File: config.mk
export PLATFORM = sky130hd
export DESIGN_NAME = vlen_fetch_aligner
export DESIGN_NICKNAME = d
export VERILOG_FILES = /design/src/rtl/fa_pkg.sv /design/src/rtl/fa_parcel_queue.sv /design/src/rtl/fa_insn_format.sv /design/src/rtl/fa_flow_ctl.sv /design/src/rtl/vlen_fetch_aligner.sv
export SDC_FILE = /design/constraint.sdc
export NUM_CORES = 1
export LEC_CHECK = 0
export ABC_AREA = 0
export CAP_MARGIN = 20
export CORE_UTILIZATION = 55
export CTS_CLUSTER_DIAMETER = 30
export DETAILED_ROUTE_END_ITERATION = 12
export PLACE_DENSITY = 0.83
export SLEW_MARGIN = 0
export SYNTH_ARGS = -nofsm -noshare
export SYNTH_HDL_FRONTEND = slang
export SYNTH_SLANG_ARGS = --single-unit
File: constraint.sdc
create_clock -name clk -period 6.6 [get_ports clk]
set_input_delay 1.32 -clock clk [delete_from_list [all_inputs] [get_ports clk]]
set_output_delay 1.32 -clock clk [all_outputs]
set_load 0.1 [all_outputs]
File: src/rtl/fa_pkg.sv
// Shared types and the length table of the fetch aligner.
// Assumes 16-bit parcels, two per fetched word, big-endian parcel order.
package fa_pkg;
    localparam int PARCEL_W  = 16;
    localparam int WORD_W    = 2 * PARCEL_W;
    localparam int INSN_W    = 3 * PARCEL_W;
    localparam int IMM_W     = 32;
    localparam int LEN_HI    = 15;   // length field is [LEN_HI:LEN_HI-1]
    localparam int SIGN_BIT  = 13;   // immediate extension select

    typedef logic [PARCEL_W-1:0] parcel_t;

    typedef enum logic [1:0] {
        LEN_P1 = 2'd1,
        LEN_P2 = 2'd2,
        LEN_P3 = 2'd3
    } ilen_e;

    // Parcel count from the first parcel of an instruction.
    function automatic ilen_e len_of(input parcel_t p);
        case (p[LEN_HI -: 2])
            2'b11:   return LEN_P3;
            2'b10:   return LEN_P2;
            default: return LEN_P1;
        endcase
    endfunction
endpackage

File: src/rtl/fa_parcel_queue.sv
// Parcel queue: a shifting store of DEPTH parcels, slot 0 is the oldest.
// Each cycle it can drop 0..3 parcels from the head and append 0..2 at
// the tail. Assumes the caller never pops more than it holds and never
// pushes past DEPTH; DEPTH must be at least 4.
module fa_parcel_queue
    import fa_pkg::*;
#(
    parameter int DEPTH = 6,
    localparam int CNT_W = $clog2(DEPTH + 1),
    localparam int IDX_W = $clog2(DEPTH)
) (
    input  logic             clk,
    input  logic             rst_n,
    input  logic             flush,
    input  logic [1:0]       pop_n,
    input  logic [1:0]       push_n,
    input  parcel_t          push_a,
    input  parcel_t          push_b,
    output parcel_t          head0,
    output parcel_t          head1,
    output parcel_t          head2,
    output logic [CNT_W-1:0] count
);
    parcel_t          q     [DEPTH];
    parcel_t          q_nxt [DEPTH];
    logic [CNT_W-1:0] count_nxt;

    // Shift out popped parcels and place pushed ones after the survivors.
    always_comb begin : next_slots
        int rem;
        int src;
        rem = int'(count) - int'(pop_n);
        for (int i = 0; i < DEPTH; i++) begin
            src      = i + int'(pop_n);
            q_nxt[i] = q[i];
            if (src < int'(count))
                q_nxt[i] = q[IDX_W'(src)];
            else if (i == rem && push_n != 2'd0)
                q_nxt[i] = push_a;
            else if (i == rem + 1 && push_n == 2'd2)
                q_nxt[i] = push_b;
        end
    end

    // Occupancy after this cycle's pop and push; a flush empties the queue.
    always_comb begin : next_count
        if (flush) count_nxt = '0;
        else       count_nxt = count - CNT_W'(pop_n) + CNT_W'(push_n);
    end

    // Register slots and occupancy.
    always_ff @(posedge clk) begin : store
        if (!rst_n) begin
            count <= '0;
            for (int i = 0; i < DEPTH; i++) q[i] <= '0;
        end else begin
            count <= count_nxt;
            for (int i = 0; i < DEPTH; i++) q[i] <= q_nxt[i];
        end
    end

    assign head0 = q[0];
    assign head1 = q[1];
    assign head2 = q[2];


    underflow_chk: assert property (@(posedge clk) disable iff (!rst_n)
        CNT_W'(pop_n) <= count);

    no_overflow_chk: assert property (@(posedge clk) disable iff (!rst_n)
        !flush |-> (int'(count) - int'(pop_n) + int'(push_n)) <= DEPTH);

    count_bound_chk: assert property (@(posedge clk) disable iff (!rst_n)
        count <= CNT_W'(DEPTH));
endmodule

File: src/rtl/fa_insn_format.sv
// Instruction formatter: reads the length from the head parcel, assembles
// the left-aligned instruction with unused slots zeroed, and extracts and
// extends the immediate. Purely combinational; assumes the head parcels
// are valid whenever the caller uses the outputs.
module fa_insn_format
    import fa_pkg::*;
(
    input  parcel_t             h0,
    input  parcel_t             h1,
    input  parcel_t             h2,
    output logic [1:0]          len,
    output logic [INSN_W-1:0]   insn,
    output logic [IMM_W-1:0]    imm
);
    ilen_e l;
    logic  sx;

    assign l   = len_of(h0);
    assign len = l;
    assign sx  = h0[SIGN_BIT];

    // Place parcels behind the first one, zeroing slots past the length.
    always_comb begin : assemble
        insn = {h0, (l != LEN_P1) ? h1 : '0, (l == LEN_P3) ? h2 : '0};
    end

    // Pick the immediate field for the length and extend it.
    always_comb begin : extend_imm
        case (l)
            LEN_P3:  imm = {h1, h2};
            LEN_P2:  imm = {{(IMM_W-PARCEL_W){sx & h1[PARCEL_W-1]}}, h1};
            default: imm = {{(IMM_W-5){sx & h0[4]}}, h0[4:0]};
        endcase
    end
endmodule

File: src/rtl/fa_flow_ctl.sv
// Flow control: tracks the halfword address of the head instruction and
// the pending odd-target skip, and splits an accepted word into parcels
// for the queue. Assumes the caller blocks word intake while redirecting.
module fa_flow_ctl
    import fa_pkg::*;
#(
    parameter int HW_ADDR_W = 31
) (
    input  logic                 clk,
    input  logic                 rst_n,
    input  logic                 redir_valid,
    input  logic [HW_ADDR_W-1:0] redir_hw,
    input  logic                 accept,
    input  logic                 fire,
    input  logic [1:0]           fire_len,
    input  logic [WORD_W-1:0]    fw_data,
    output logic [HW_ADDR_W-1:0] pc,
    output logic [1:0]           push_n,
    output parcel_t              push_a,
    output parcel_t              push_b
);
    logic skip_odd;

    // Load the target on redirect, otherwise step past taken instructions.
    always_ff @(posedge clk) begin : addr_track
        if (!rst_n) begin
            pc       <= '0;
            skip_odd <= 1'b0;
        end else if (redir_valid) begin
            pc       <= redir_hw;
            skip_odd <= redir_hw[0];
        end else begin
            if (fire)   pc       <= pc + HW_ADDR_W'(fire_len);
            if (accept) skip_odd <= 1'b0;
        end
    end

    // Split the word; after an odd target only the low parcel is kept.
    always_comb begin : split_word
        push_b = fw_data[PARCEL_W-1:0];
        push_a = skip_odd ? fw_data[PARCEL_W-1:0] : fw_data[WORD_W-1:PARCEL_W];
        if (!accept)       push_n = 2'd0;
        else if (skip_odd) push_n = 2'd1;
        else               push_n = 2'd2;
    end


    redirect_pc_chk: assert property (@(posedge clk) disable iff (!rst_n)
        redir_valid |=> pc == $past(redir_hw));

    pc_step_chk: assert property (@(posedge clk) disable iff (!rst_n)
        (fire && !redir_valid) |=> pc == $past(pc) + HW_ADDR_W'($past(fire_len)));
endmodule

File: src/rtl/vlen_fetch_aligner.sv
// Variable-length fetch aligner top. Takes 32-bit code words, queues them
// as parcels, and hands decode one complete 16/32/48-bit instruction per
// cycle with its length, halfword address and extended immediate.
// Assumes the prefetcher restarts at the word holding a redirect target.
module vlen_fetch_aligner
    import fa_pkg::*;
#(
    parameter int HW_ADDR_W = 31,
    parameter int DEPTH     = 6,
    localparam int CNT_W    = $clog2(DEPTH + 1)
) (
    input  logic                 clk,
    input  logic                 rst_n,
    input  logic                 fw_valid,
    input  logic [31:0]          fw_data,
    output logic                 fw_ready,
    input  logic                 redir_valid,
    input  logic [HW_ADDR_W-1:0] redir_hw,
    output logic                 dec_valid,
    input  logic                 dec_ready,
    output logic [47:0]          dec_insn,
    output logic [1:0]           dec_len,
    output logic [31:0]          dec_imm,
    output logic [HW_ADDR_W-1:0] dec_pc
);
    parcel_t          h0, h1, h2, push_a, push_b;
    logic [CNT_W-1:0] count;
    logic [1:0]       push_n, pop_n;
    logic             accept, fire;

    // Intake and hand-off conditions.
    always_comb begin : handshake
        fw_ready  = !redir_valid && (count <= CNT_W'(DEPTH - 2));
        accept    = fw_valid && fw_ready;
        dec_valid = !redir_valid && (count >= CNT_W'(dec_len));
        fire      = dec_valid && dec_ready;
        pop_n     = fire ? dec_len : 2'd0;
    end

    fa_parcel_queue #(.DEPTH(DEPTH)) u_queue (
        .clk    (clk),
        .rst_n  (rst_n),
        .flush  (redir_valid),
        .pop_n  (pop_n),
        .push_n (push_n),
        .push_a (push_a),
        .push_b (push_b),
        .head0  (h0),
        .head1  (h1),
        .head2  (h2),
        .count  (count)
    );

    fa_insn_format u_format (
        .h0   (h0),
        .h1   (h1),
        .h2   (h2),
        .len  (dec_len),
        .insn (dec_insn),
        .imm  (dec_imm)
    );

    fa_flow_ctl #(.HW_ADDR_W(HW_ADDR_W)) u_flow (
        .clk         (clk),
        .rst_n       (rst_n),
        .redir_valid (redir_valid),
        .redir_hw    (redir_hw),
        .accept      (accept),
        .fire        (fire),
        .fire_len    (dec_len),
        .fw_data     (fw_data),
        .pc          (dec_pc),
        .push_n      (push_n),
        .push_a      (push_a),
        .push_b      (push_b)
    );


    redirect_flush_chk: assert property (@(posedge clk) disable iff (!rst_n)
        redir_valid |=> !dec_valid);

    ready_gate_chk: assert property (@(posedge clk) disable iff (!rst_n)
        redir_valid |-> !fw_ready);

    stall_hold_chk: assert property (@(posedge clk) disable iff (!rst_n)
        (dec_valid && !dec_ready) |=>
            (redir_valid || (dec_valid && $stable(dec_insn) && $stable(dec_pc))));

    len_range_chk: assert property (@(posedge clk) disable iff (!rst_n)
        dec_valid |-> dec_len != 2'd0);

    wide_imm_chk: assert property (@(posedge clk) disable iff (!rst_n)
        (dec_valid && dec_len == 2'd3) |-> dec_imm == dec_insn[31:0]);
endmodule

### Word-level counts from Yosys, hierarchy flattened

Memories as Yosys holds them, arrays and structs flattened.
Index checks and enable logic that the tools add are counted.

* eq/ne operators: 19
* $lt $le $gt $ge: 8
* mux-type cells: 38
* $add $sub $neg: 10
* reduce and logical (&&, ||, !) cells: 26
* bitwise gates (word level): 9

Operator list (count)
* $mux W16: 27
* $lt A32 B4 Y1: 5
* $eq A3 B32 Y1 const A: 4
* $eq A4 B32 Y1 const A: 4
* $eq A2 B32 Y1 const A: 2
* $logic_not A32 Y1: 2
* $pmux W32 S2: 1
* $mux W31: 2
* $add A32 B2 Y32 const B: 1
* $add A31 B2 Y31: 1
* $logic_and A1 B1 Y1: 16
* $eq A2 B2 Y1 const B: 5
* $ne A3 B3 Y1 const B: 3
* $add A3 B2 Y4 const A: 2
* $add A2 B2 Y3 const A: 2
* $mux W2: 3
* $or A1 B1 Y1: 6
* $reduce_and A2 Y1: 3
* $reduce_bool A2 Y1: 3
* $mux W1: 4
* $pmux W2 S2: 1
* $sub A3 B2 Y4: 1
* $add A1 B2 Y3 const A: 1
* $add A3 B2 Y3: 1
* 9 further kinds: 10

* bits in writable memories: 96
* output and inout bits: 115
* memories kept: 1
* register bits: 35
* word-level logic and storage cells: 114
* input bits: 68

Memory list
* u_queue.q: depth 6, width 16, rd ports 9, clocked after Yosys merged registers in 0, write ports 6, line fa_parcel_queue.sv:24 `parcel_t q [DEPTH];`

### Longest topological paths before layout

An unclocked memory read counts as a cell.

* depth after elaboration: 15
* gate-level depth with buffers: 25
* gate-level depth less buffers: 21

### Modules after synthesis

From an unflattened synthesis, not the netlist that was laid out.

* cells, all modules: 1289
* area, all modules: 11644.9 sq um

By module, submodules not included
* fa_parcel_queue: sequential area each 2462.4 sq um, area an instance 8252.9 sq um, cells an instance 857, times used 1
* fa_flow_ctl: sequential area each 640.6 sq um, area an instance 2331.0 sq um, cells an instance 279, times used 1
* fa_insn_format: sequential area each 0.0 sq um, area an instance 963.4 sq um, cells an instance 138, times used 1
* vlen_fetch_aligner: sequential area each 0.0 sq um, area an instance 97.6 sq um, cells an instance 15, times used 1

### Worst setup path after synthesis

Ideal clock, no wire load.

* kind: reg2reg
* start point: memory u_queue.q[0][14] in the netlist's numbering
* end point: memory u_queue.q[3][0] in the netlist's numbering, enable pin
* data required time: 6.189 ns
* stages on the path, launching flop included: 23
* path buffers: 3
* clock period less this slack: 6.961 ns
* setup slack: -0.361 ns
* library setup time: 0.411 ns
* data arrival time: 6.550 ns
* cell sequence: dfxtp_1 > buf_2 > nor2_2 > inv_2 > ha_1 > nor2b_1 > o21a_1 > inv_2 > nand2_4 > clkinv_2 > buf_4 > buf_2 > ha_1 > fa_1 > ha_1 > nor3_1 > inv_1 > ha_1 > nor4b_1 > nand3_1 > nor3_1 > nor3_1 > o21ai_0

RTL lines (line)
* start, declared: fa_parcel_queue.sv:24

==> results.tsv <==
metric	value	unit
DR WL met3	6100	um
TritonCTS clock tree	yes	
Synth area leaders	dfxtp_1, mux2i_1, edfxtp_1	
Startpoint Class	input pin	
critical path's largest stage delay	0.53	ns
first-pass GRT wire length	61000	um
sequential share of the synthesized area	0.278	
mux contribution to synthesized area	0.183	
Initial Util	0.567	
area grow syn2layout	21.9	%
area leader, netlist	dfxtp_1	
Peak VDD IR	0.000461	V
final core utilization	0.691	
Pwr Total	5.94	mW
final-report hold violation count	0	
syn nets	1413	
die width	145	um
Port Buf Inserts	182	
fmax	175	MHz
flops & latches, synth	131	
Tcrit/Tclk final	0.865	
Setup Fix Bufs, Post-CTS	0	
hold wc startpoint	u_queue.q[1][8]	
Iteration-0 DRC Markers	1683	
share of the synthesized area in the top cell type	0.149	
clk_skew	0.0102	ns
Pleak	5.06	nW
worst path bufs/invs	4	
max-cap violations	0	
DR top layer	met5	
Pwr Density	436	mW/mm2
number of synthesized flops with an enable pin	48	
Worst path most repeated cell	ha_1	
XOR/XNOR Fraction of Synth Area	0.0196	
Layout fillers	1572	
Max Root-Sink Buffers	2	
Avg Cell Area, Syn	8.50	um2
routability cong.	0.992	
worst endpoint data arrival time	6.04	ns
Worst Tran Pin Value	1.17	ns
Period minus WS final	5.71	ns
DP Area	0.0130	mm2
Nets	1533	
Gate power share	0.588	
post-route antenna net violation count	0	
routed metal-1 wirelength	16500	um
wire per inst	23.5	um
Critical Path RT	6.93	ns
hpwl dp	28800	um
largest family of logic cells by synthesized area	compound AO/OA/AOI/OAI gates	
yosys warns	0	
Cells after Synth	1314	
CP Capture Type	flip-flop	
CP cell instances	clkdlybuf4s50_1 -> o21bai_1 -> o21a_1 -> inv_2 -> nand2_4 -> clkinv_2 -> ha_1 -> fa_1 -> ha_1 -> nor3_1 -> inv_1 -> ha_1 -> nor4b_1 -> nand3_1 -> or2_2 -> o22ai_1 -> nor2_1 -> a211o_1	
Post-Synthesis Cell Area	0.0112	mm2
Ports	183	
R2R setup slack	0.96	ns
clock power share	0.159	
Crit Path Max Fanout	15	
fin area	0.0136	mm2
drt pass-1 iters	7	
ys flop type	dfxtp_1	
share of cells above drive strength 1	0.0981	
Flop pwr share	0.253	
Clk pin slew, worst setup/hold paths	0.06	ns
Pint	2.69	mW
post-synthesis compound-gate area fraction	0.234	
DR DRC count	0	
largest net degree at the start of global routing	62	
Clock Latency Late Sink	0.44	ns
kind of critical path	in -> reg	
status	complete, no violations	
setup repair after global routing missed its margin	false	
core box area	0.0197	mm2
GR Overflow Total	0	
hold buffers post-CTS	0	
setup tns final	0	ns
async set or reset register ratio after synthesis	0	
GRT Overall Usage	0.388	
CTS buffer count	17	
Die ar.	0.0209	mm2
CTS H-tree depth	4	
die height	145	um
WL met2	16800	um
Rel. slew slack	0.220	
n_diodes	0	
Crit-path slowest cell	clkdlybuf4s50_1	
switching part of the total	0.548	
antenna violations before repair	0	
vias per cell	6.76	
via count	11568	
clk root buf	clkbuf_16	
crit path launch	redir_valid	
Final Max Tran Viols	0	
Post-Synth Adder-Cell Area	0.0374	
Simple-Gate Fraction of Synth Area	0.186	
Net Sw Power	3.25	mW
count of unique library cells instantiated by Yosys	77	
number of global-route vias before repair	10540	
row cnt	51	
Clock Sinks	131	
cells resized by post-CTS repair	0	
drt total wl	40200	um
Crit path max-delay family	simple AND/OR/NAND/NOR gates	
Hold WC Path Type	reg -> reg	
count of final setup violators	0	
cell usage in the layout (no fill, tap or decap), types with 15 or more instances in the layout:
cell type          n
a32o_1            30
a21o_1            17
dfxtp_1           81
clkbuf_16         17
mux2i_1          144
ha_1              26
edfxtp_1          48
a211oi_1          70
xnor2_1           16
and3_1            21
o31a_1            15
mux2_2            15
o21ai_0           36
o211ai_1          33
a21oi_1           52
clkdlybuf4s50_1  178
nand3_1           58
nor2_1           100
inv_1             39
nand2_1          175
nor2b_1           35
buf_4             35
cells by family after synthesis:
group	after synthesis
simple gates	448
compound gates	342
mux	181
buf+inv	156
flops	131
fa+ha+maj	31
xor+xnor	25
sequential cells by signal, indices dropped and copies added (netlist names), named ones only:
signal           cells
u_queue.count        3
u_flow.pc           31
u_flow.skip_odd      1
u_queue.q           95
layer usage:
layer,track usage,up-vias
li1,-,5142
met1,0.546,5464
met2,0.559,893
met3,0.128,67
met4,0.109,2
met5,0,-
path summary, 6_finish.rpt:
check | to | cells after the start
min | u_queue.q[1][8] | 2
max | u_queue.q[0][14] | 18
min reg2reg | u_queue.q[1][8] | 2
max reg2reg | u_queue.q[0][14] | 22
metrics by stage:
stage	hold WS, ns	instances	setup WS [ns]
6_report	0.575	1712	0.890
4_1_cts	0.570	1710	0.999
3_5_place_dp	0.559	1678	0.567
5_1_grt	0.601	1712	0.613
2_1_floorplan	0.490	1314	0.0737
3_3_place_gp	0.546	1678	0.679
cell type report:
class / count / area, um2 / area share
clock buffers: 18 / 439 / 0.0322
clock inverters: 14 / 126 / 0.00928
inverters: 44 / 166 / 0.0122
multi-input cells: 1027 / 7410 / 0.544
flip-flops and latches: 131 / 3110 / 0.228
well taps: 265 / 332 / 0.0243
repair buffers: 213 / 2040 / 0.150
cells in the mapped netlist (4+ instances only):
cell type	n
a211oi_1	70
a21o_1	17
a21oi_1	52
a21oi_2	8
a221o_1	14
a221oi_1	11
a221oi_2	5
a311oi_1	14
a32o_1	30
and2_1	6
and3_1	21
buf_1	8
buf_2	22
buf_4	9
clkbuf_1	69
dfxtp_1	83
edfxtp_1	48
fa_1	4
ha_1	27
inv_1	39
mux2_2	15
mux2_4	8
mux2i_1	144
mux4_2	14
nand2_1	175
nand3_1	58
nand4_1	10
nor2_1	100
nor2b_1	35
nor3_1	15
nor4_1	5
o211ai_1	33
o21a_1	5
o21ai_0	37
o31a_1	15
xnor2_1	16
xor2_1	9
power groups by stage:
stage | Sequential (mW) | Clock [mW] | Combinational, mW
after detailed placement | 1.47 | 0 | 3.40
after floorplan | 1.74 | 0 | 2.20
after global routing | 1.51 | 0.977 | 3.67
final | 1.50 | 0.946 | 3.49
after global placement | 1.46 | 0 | 3.35
after CTS | 1.46 | 0.942 | 3.42
worst reg2reg max path: stages, from the launching register on:
cell     delay (ns)
dfxtp_2        0.33
inv_2          0.03
buf_4          0.21
nor2_2         0.15
inv_2          0.11
ha_1           0.29
nor2b_1        0.05
o21ai_1        0.40
nand3_1        0.16
nor2_1         0.15
buf_4          0.18
inv_1          0.12
ha_1           0.34
and2b_1        0.21
nor3_1         0.44
nand2_1        0.11
ha_1           0.20
nor4b_1        0.27
nand3_1        0.18
or2_2          0.34
o22ai_1        0.49
nor2_1         0.40
a211o_1        0.38
(Power assumes the default switching activity.)
